$ cat config.mk
export PLATFORM = sky130hd
export DESIGN_NAME = pit_prescaled_timer
export DESIGN_NICKNAME = d
export VERILOG_FILES = /design/src/rtl/pit_pkg.sv /design/src/rtl/pit_tick_sel.sv /design/src/rtl/pit_ctrl_regs.sv /design/src/rtl/pit_down_core.sv /design/src/rtl/pit_prescaled_timer.sv
export SDC_FILE = /design/constraint.sdc
export NUM_CORES = 1
export LEC_CHECK = 0
export BUFFER_PORTS_ARGS = -buffer_cell sky130_fd_sc_hd__buf_2
export CORE_MARGIN = 1.5
export CORE_UTILIZATION = 35
export CTS_BUF_LIST = sky130_fd_sc_hd__clkbuf_2 sky130_fd_sc_hd__clkbuf_4 sky130_fd_sc_hd__clkbuf_8
export DETAILED_ROUTE_END_ITERATION = 6
export HOLD_SLACK_MARGIN = 0.15
export PLACE_DENSITY = 0.7
export SKIP_CTS_REPAIR_TIMING = 1
export SYNTH_ARGS = -nofsm -noshare
export SYNTH_HDL_FRONTEND = slang
export SYNTH_SLANG_ARGS = --single-unit
$ cat constraint.sdc
create_clock -name clk -period 2.35 [get_ports clk]
set_clock_uncertainty 0.1 [all_clocks]
set_input_delay 0.235 -clock clk [delete_from_list [all_inputs] [get_ports clk]]
set_output_delay 0.235 -clock clk [all_outputs]
set_load 0.05 [all_outputs]
$ cat src/rtl/pit_pkg.sv
package pit_pkg;

    localparam int REG_AW = 2;

    // register offsets; the read mux and the write decoder share these
    localparam logic [REG_AW-1:0] OFS_RELOAD = 2'd0;
    localparam logic [REG_AW-1:0] OFS_COUNT  = 2'd1;
    localparam logic [REG_AW-1:0] OFS_CTRL   = 2'd2;

    // control word bit positions
    localparam int CTRL_EN_BIT   = 0;
    localparam int CTRL_REPT_BIT = 1;

endpackage

$ cat src/rtl/pit_tick_sel.sv
module pit_tick_sel #(
    parameter bit USE_PRESCALE = 1'b1
) (
    input  logic tick_in,
    output logic tick
);

    generate
        if (USE_PRESCALE) begin : g_strobe
            assign tick = tick_in;
        end else begin : g_every_clk
            logic unused_tick_in;
            assign unused_tick_in = tick_in;
            assign tick = 1'b1;
        end
    endgenerate

endmodule

$ cat src/rtl/pit_ctrl_regs.sv
module pit_ctrl_regs
    import pit_pkg::*;
#(
    parameter int CNT_W  = 16,
    parameter int DATA_W = 32
) (
    input  logic              clk,
    input  logic              rst_n,
    input  logic              wr_en,
    input  logic [REG_AW-1:0] wr_addr,
    input  logic [DATA_W-1:0] wr_data,
    input  logic [REG_AW-1:0] rd_addr,
    output logic [DATA_W-1:0] rd_data,
    input  logic [CNT_W-1:0]  cnt_val,
    output logic [CNT_W-1:0]  reload_val,
    output logic              run,
    output logic              repeat_mode,
    output logic              load
);

    typedef struct packed {
        logic [CNT_W-1:0] reload;
        logic             en;
        logic             rept;
    } regs_t;

    regs_t r_d, r_q;

    logic unused_wr_hi;
    assign unused_wr_hi = ^wr_data[DATA_W-1:CNT_W];

    always_comb begin
        r_d = r_q;
        if (wr_en) begin
            case (wr_addr)
                OFS_RELOAD: r_d.reload = wr_data[CNT_W-1:0];
                OFS_CTRL: begin
                    r_d.en   = wr_data[CTRL_EN_BIT];
                    r_d.rept = wr_data[CTRL_REPT_BIT];
                end
                default: ;
            endcase
        end
    end

    always_ff @(posedge clk) begin
        if (!rst_n) begin
            r_q <= '0;
        end else begin
            r_q <= r_d;
        end
    end

    // the counter acts on the control word being written this cycle
    assign run         = r_d.en;
    assign repeat_mode = r_d.rept;
    assign load        = r_d.en && !r_q.en;
    assign reload_val  = r_q.reload;

    always_comb begin
        rd_data = '0;
        case (rd_addr)
            OFS_RELOAD: rd_data[CNT_W-1:0] = r_q.reload;
            OFS_COUNT:  rd_data[CNT_W-1:0] = cnt_val;
            OFS_CTRL: begin
                rd_data[CTRL_EN_BIT]   = r_q.en;
                rd_data[CTRL_REPT_BIT] = r_q.rept;
            end
            default: rd_data = '0;
        endcase
    end

endmodule

$ cat src/rtl/pit_down_core.sv
module pit_down_core #(
    parameter int CNT_W = 16
) (
    input  logic             clk,
    input  logic             rst_n,
    input  logic             tick,
    input  logic             run,
    input  logic             repeat_mode,
    input  logic             load,
    input  logic [CNT_W-1:0] reload_val,
    output logic [CNT_W-1:0] cnt_q,
    output logic             pend_q,
    output logic             done_q,
    output logic             irq_q
);

    typedef struct packed {
        logic [CNT_W-1:0] cnt;
        logic             pend;
        logic             done;
        logic             irq;
    } core_t;

    core_t c_d, c_q;

    always_comb begin
        c_d     = c_q;
        c_d.irq = 1'b0;
        if (load) begin
            c_d.cnt  = reload_val;
            c_d.pend = 1'b0;
            c_d.done = 1'b0;
        end else if (run && tick && !c_q.done) begin
            if (c_q.pend) begin
                c_d.cnt  = reload_val;
                c_d.pend = 1'b0;
            end else if (c_q.cnt == '0) begin
                c_d.irq = 1'b1;
                if (repeat_mode) begin
                    c_d.pend = 1'b1;
                end else begin
                    c_d.done = 1'b1;
                end
            end else begin
                c_d.cnt = c_q.cnt - 1'b1;
            end
        end
    end

    always_ff @(posedge clk) begin
        if (!rst_n) begin
            c_q <= '0;
        end else begin
            c_q <= c_d;
        end
    end

    assign cnt_q  = c_q.cnt;
    assign pend_q = c_q.pend;
    assign done_q = c_q.done;
    assign irq_q  = c_q.irq;

endmodule

$ cat src/rtl/pit_prescaled_timer.sv
module pit_prescaled_timer
    import pit_pkg::*;
#(
    parameter int CNT_W        = 16,
    parameter int DATA_W       = 32,
    parameter bit USE_PRESCALE = 1'b1
) (
    input  logic              clk,
    input  logic              rst_n,
    input  logic              wr_en,
    input  logic [1:0]        wr_addr,
    input  logic [DATA_W-1:0] wr_data,
    input  logic [1:0]        rd_addr,
    output logic [DATA_W-1:0] rd_data,
    input  logic              tick_in,
    output logic              irq
);

    logic             tick_w;
    logic             run_w;
    logic             rept_w;
    logic             load_w;
    logic [CNT_W-1:0] reload_w;
    logic [CNT_W-1:0] cnt_w;
    logic             pend_w;
    logic             done_w;

    pit_tick_sel #(
        .USE_PRESCALE(USE_PRESCALE)
    ) i_tick_sel (
        .tick_in(tick_in),
        .tick   (tick_w)
    );

    pit_ctrl_regs #(
        .CNT_W (CNT_W),
        .DATA_W(DATA_W)
    ) i_regs (
        .clk        (clk),
        .rst_n      (rst_n),
        .wr_en      (wr_en),
        .wr_addr    (wr_addr),
        .wr_data    (wr_data),
        .rd_addr    (rd_addr),
        .rd_data    (rd_data),
        .cnt_val    (cnt_w),
        .reload_val (reload_w),
        .run        (run_w),
        .repeat_mode(rept_w),
        .load       (load_w)
    );

    pit_down_core #(
        .CNT_W(CNT_W)
    ) i_core (
        .clk        (clk),
        .rst_n      (rst_n),
        .tick       (tick_w),
        .run        (run_w),
        .repeat_mode(rept_w),
        .load       (load_w),
        .reload_val (reload_w),
        .cnt_q      (cnt_w),
        .pend_q     (pend_w),
        .done_q     (done_w),
        .irq_q      (irq)
    );

endmodule

Word-level counts from Yosys, hierarchy flattened

Cells that the tools add are included.

Add/subtract/negate cells: 1
Equality and inequality tests: 4
Mux-type cells: 12
Bitwise gates (word level): 4
Reduce and logical (&&, ||, !) cells: 14

Operators by type and width:

| cell                    | count |
|---|---|
| $pmux W14 S2            | 1 |
| $mux W19                | 1 |
| $mux W18                | 1 |
| $mux W17                | 1 |
| $logic_not A16 Y1       | 1 |
| $mux W16                | 1 |
| $sub A16 B1 Y16 const B | 1 |
| $mux W2                 | 3 |
| $pmux W2 S3             | 1 |
| $eq A2 B2 Y1 const B    | 2 |
| $logic_not A2 Y1        | 2 |
| $not A1 Y1              | 4 |
| $reduce_and A2 Y1       | 2 |
| $reduce_and A4 Y1       | 1 |
| $reduce_or A4 Y1        | 1 |
| $logic_and A1 B1 Y1     | 3 |
| $mux W3                 | 1 |
| $ne A3 B1 Y1 const B    | 1 |
| $eq A2 B1 Y1 const B    | 1 |
| $logic_not A1 Y1        | 2 |
| $mux W1                 | 2 |
| $reduce_bool A2 Y1      | 1 |
| $reduce_or A2 Y1        | 1 |

Bits in registers: 37
Input port bits: 40
Output and inout bits: 33

Logic depth before layout (Yosys ltp)

Depth after elaboration: 8
Gate-level depth with buffers: 8
Mapped depth without buffers: 7

Modules after synthesis

From an unflattened synthesis, not the netlist that was laid out.

Cells, all modules: 326
Area total of the unflattened synthesis: 2698.8 um^2

Modules (own cells, without submodules):

| module        | instances | cells an instance | area each (um^2) | sequential area each (um^2) |
|---|---|---|---|---|
| pit_down_core | 1         | 174               | 1412.6           | 380.4 |
| pit_ctrl_regs | 1         | 151               | 1278.7           | 360.3 |
| pit_tick_sel  | 1         | 1                 | 7.5              | 0.0 |

Worst setup path before layout

No wires, ideal clock.

Kind: flip-flop to flip-flop
From: reg i_core.c_q (netlist bit i_core.cnt_q[0])
To: reg i_core.c_q (netlist bit i_core.cnt_q[14])
Setup time: 138 ps
Data arrival time: 2062 ps
Required time: 2112 ps
Setup slack: 50 ps
Stages on the path, launching flop included: 9
Buffers on the path: 1
Clock period less this slack: 2300 ps
Cells stage by stage: dfxtp_1 inv_1 ha_1 nor4b_4 nand3_1 clkbuf_1 or4b_2 o211ai_1 o22ai_1

Word-level cells in the longest chain between the ends: 5

RTL lines:

| element                  | RTL line            | text |
|---|---|---|
| start: declaration       | pit_down_core.sv:24 | `core_t c_d, c_q;` |
| start signal: assignment | pit_down_core.sv:52 | `c_q <= '0;` |
| start signal: assignment | pit_down_core.sv:54 | `c_q <= c_d;` |
| $sub A16 B1 Y16          | pit_down_core.sv:45 | `c_d.cnt = c_q.cnt - 1'b1;` |
| $mux W16                 | pit_down_core.sv:37 | `end else if (c_q.cnt == '0) begin` |
| $mux W17                 | pit_down_core.sv:34 | `if (c_q.pend) begin` |
| $mux W19                 | pit_down_core.sv:33 | `end else if (run && tick && !c_q.done) begin` |
| $mux W18                 | pit_down_core.sv:29 | `if (load) begin` |

Several ways; a longest one is shown, not always the timed one. The select of a mux whose other input is x is not followed.
A chain may end at the register's enable or synchronous reset.

Worst setup path after layout

From: reg i_core.c_q (netlist bit i_core.cnt_q[10])
To: reg i_core.c_q (netlist bit i_core.cnt_q[10])

The elaborated chain is that of the path after synthesis.

==> results.py <==
metrics = {
    "final_layout": {
        "syn_to_final_growth_pct": 24.93,
        "num_antenna_cells": 0,
        "fin_cells": 436,
        "drive_above_1_share_pct": 22.28,
        "final_cell_area_um2": 2859,
        "finalNetCount": 399,
    },
    "setup_path": {
        "critPathMostFrequentCell": "or4_4",
        "cp_num_buf_inv": 1,
        "critical_path_class": "reg -> reg",
        "crit_slowest_cell": "or4_4",
        "path_delay_family": "simple AND/OR/NAND/NOR gates",
        "critPathLaunchType": "register",
        "crit_required_ns": 2.38,
        "critPathMaxStageDelay_ns": 0.56,
        "critical_path.cell_chain": "or4_4, or4_4, o31ai_4, buf_6, o21a_1, a2111oi_2",
        "critPathMaxFanout": 13,
        "worstPathArrival_ns": 2.32,
        "end_kind": "register",
    },
    "placement": {
        "routabilityCongestion": 0.9015,
        "placed_cell_area_um2": 2585,
        "place_hpwl_mm": 4.240,
        "dp_cells": 411,
        "port_buffers": 40,
    },
    "route": {
        "drc": 0,
        "route.vias.total": 2294,
        "first_pass_iters": 4,
        "drt_wl_total_mm": 5.827,
        "ant_nets": 0,
        "wire_per_inst_um": 13.36,
        "avgViaCountPerCell": 5.261,
        "drtIter0Drc": 162,
    },
    "logic_synthesis": {
        "seq_area_frac_synth_pct": 32.37,
        "synth-seq-cells": 37,
        "syn-instance-count": 294,
        "yosys.area.top_type_share_pct": 32.37,
        "synth_ff_type": "dfxtp_1",
        "yosys.cell_types.count": 53,
        "synth_edf_count": 0,
        "syn_avg_cell_area_um2": 7.784,
        "ys_warn_count": 0,
        "synthArstFlopShare_pct": 0,
        "netlist_area_um2": 2288,
        "netlist_top_cells_area": "dfxtp_1 32%, mux2i_1 9.2%, nand2_1 8.0%",
        "synth_top_cell_by_area": "dfxtp_1",
    },
    "pwr": {
        "p_leak_nw": 1.284,
        "finalPower_mw": 1.564,
        "peakVddDrop_mv": 0.3218,
        "power.density_nw_per_um2": 546.9,
    },
    "clock_network": {
        "cts_tree": "done",
        "clk_latency_ns": 0.29,
        "clockRootBuffer": "clkbuf_8",
        "numClockSinks": 37,
        "htreeDepth": 2,
        "cts_buffers": 5,
        "cts.clk_slew.worst_paths_ns": 0.07,
        "cts_buffer_depth": 2,
    },
    "min_path": {
        "worstHoldPathType": "in -> reg",
    },
    "timing": {
        "maxClockFrequency_mhz": 436.3,
        "fin_crit_sh_pct": 97.53,
        "slew_headroom_pct": 34.60,
        "finalMaxSlewViolations": 0,
        "layout_min_cycle_time_ns": 2.292,
        "finalSetupViolations": 0,
        "worst_pin_slew_ns": 0.9799,
        "holdWs_ns": 0.2175,
        "hold_viol": 0,
        "rsz0062_at_grt": "no",
        "tns_ns": 0,
    },
    "run": {
        "drv_cap": 0,
    },
    "global_routing": {
        "grt.overflow.total": 0,
        "antenna_found_initial": 0,
        "grt_start_max_net_pins": 32,
        "grtUsageTotal_pct": 16.85,
        "grt_pass1_wl_mm": 9.701,
        "grt_pass1_vias": 2016,
    },
    "die": {
        "pin_count": 73,
        "dieArea_um2": 7033,
        "die_x_um": 83.86,
        "initial_core_util_pct": 36.04,
        "core_um2": 6350,
        "dieHeight_um": 83.86,
        "row_count": 29,
    },
    "outcome": {
        "status": "completed",
    },
}
==> where the power goes <==
part	total, mW	internal [mW]	switching [mW]
registers	0.669	0.647	0.0227
clock network	0.447	0.217	0.230
logic	0.447	0.182	0.265
total	1.56	1.05	0.518
==> stage by stage <==
step | util, % | setup WS [ns]
after CTS | 42.07 | 0.02833
final | 45.02 | 0.05813
after floorplan | - | 0.04963
after detailed placement | 40.71 | 0.04757
after global routing | 45.02 | 0.01140
after global placement | 40.71 | 0.08543
==> per-layer routing <==
metal | GRT usage, % | vias to the layer above | wire length, um | share of wire [%]
met1 | 23.05 | 1064 | 2769 | 48
met3 | 3.165 | 5 | 302 | 5.2
li1 | - | 1145 | - | -
met4 | 5.067 | 0 | 57 | 0.98
met5 | 0 | - | 0 | 0
met2 | 26.98 | 80 | 2698 | 46
==> area by class of cell <==
type                       instances  area, um^2
sequential                        37       742.0
inverter                           6       22.52
multi-input combinational        233        1401
tap                               77       96.34
fill                             624        3491
clock inverter                     2       10.01
timing repair buffer              75       510.5
clock buffer                       6       76.32
==> flip-flops by register name (all words and copies together) (netlist names) <==
name               flops
i_core.pend_q          1
i_core.cnt_q          16
i_regs.r_q             2
i_regs.reload_val     16
i_core.irq_q           1
i_core.done_q          1
==> synthesized netlist by cell type (2+ instances only) <==
cell / n
a21o_1: 3
a21oi_1: 29
a2bb2oi_1: 2
a31oi_1: 2
a32oi_1: 2
and2_1: 4
and3_1: 2
buf_4: 17
clkbuf_1: 13
dfxtp_1: 37
inv_1: 5
mux2i_1: 21
nand2_1: 49
nand2b_1: 2
nand3_1: 3
nand3b_1: 4
nand4_1: 4
nor2_1: 29
nor2b_1: 2
nor3_1: 8
nor3b_1: 2
o211ai_1: 6
o21a_1: 2
o21ai_0: 6
o22ai_1: 3
o32ai_1: 6
or3_1: 2
or4_4: 2
xnor2_1: 3
==> layout by cell type (no fill, tap or decap), types with 8 or more instances in the layout <==
master / synthesis / routed
a21oi_1: 29 / 29
dfxtp_1: 37 / 36
nor2_1: 29 / 29
conb_1: 1 / 16
nand2_1: 49 / 49
mux2i_1: 21 / 21
buf_4: 17 / 17
nor3_1: 8 / 8
dlygate4sd3_1: 0 / 16
buf_2: 1 / 40
==> worst paths after layout <==
kind,end,cells after the start,from,slack (ns)
setup / recovery,i_core.cnt_q[10],6,i_core.cnt_q[10],0.06
hold / removal,i_regs.reload_val[8],4,wr_addr[1],0.22
setup reg to reg,i_core.cnt_q[10],6,i_core.cnt_q[10],0.06
hold reg to reg,i_regs.reload_val[1],2,i_regs.reload_val[1],0.38
==> cells by family after synthesis <==
group                      count (synthesis)  synth area share, %
other                                      1               0.1639
DFF                                       37                32.37
adders and majority gates                  1               0.5467
xor gates and xnor gates                   4                1.531
buffers and inverters                     39                9.568
and+or+nand+nor                          120                25.75
muxes                                     22                9.677
AOI/OAI and AO/OA                         70                20.39
==> worst reg2reg max path, delay by kind of cell, from the launching register on <==
family / cells / cell delay [ns]
and+or+nand+nor: 2 / 1.05
buffers and inverters: 1 / 0.20
AOI/OAI and AO/OA: 3 / 0.45
DFF: 1 / 0.35
Note: power is estimated with default switching activity, not from simulation.
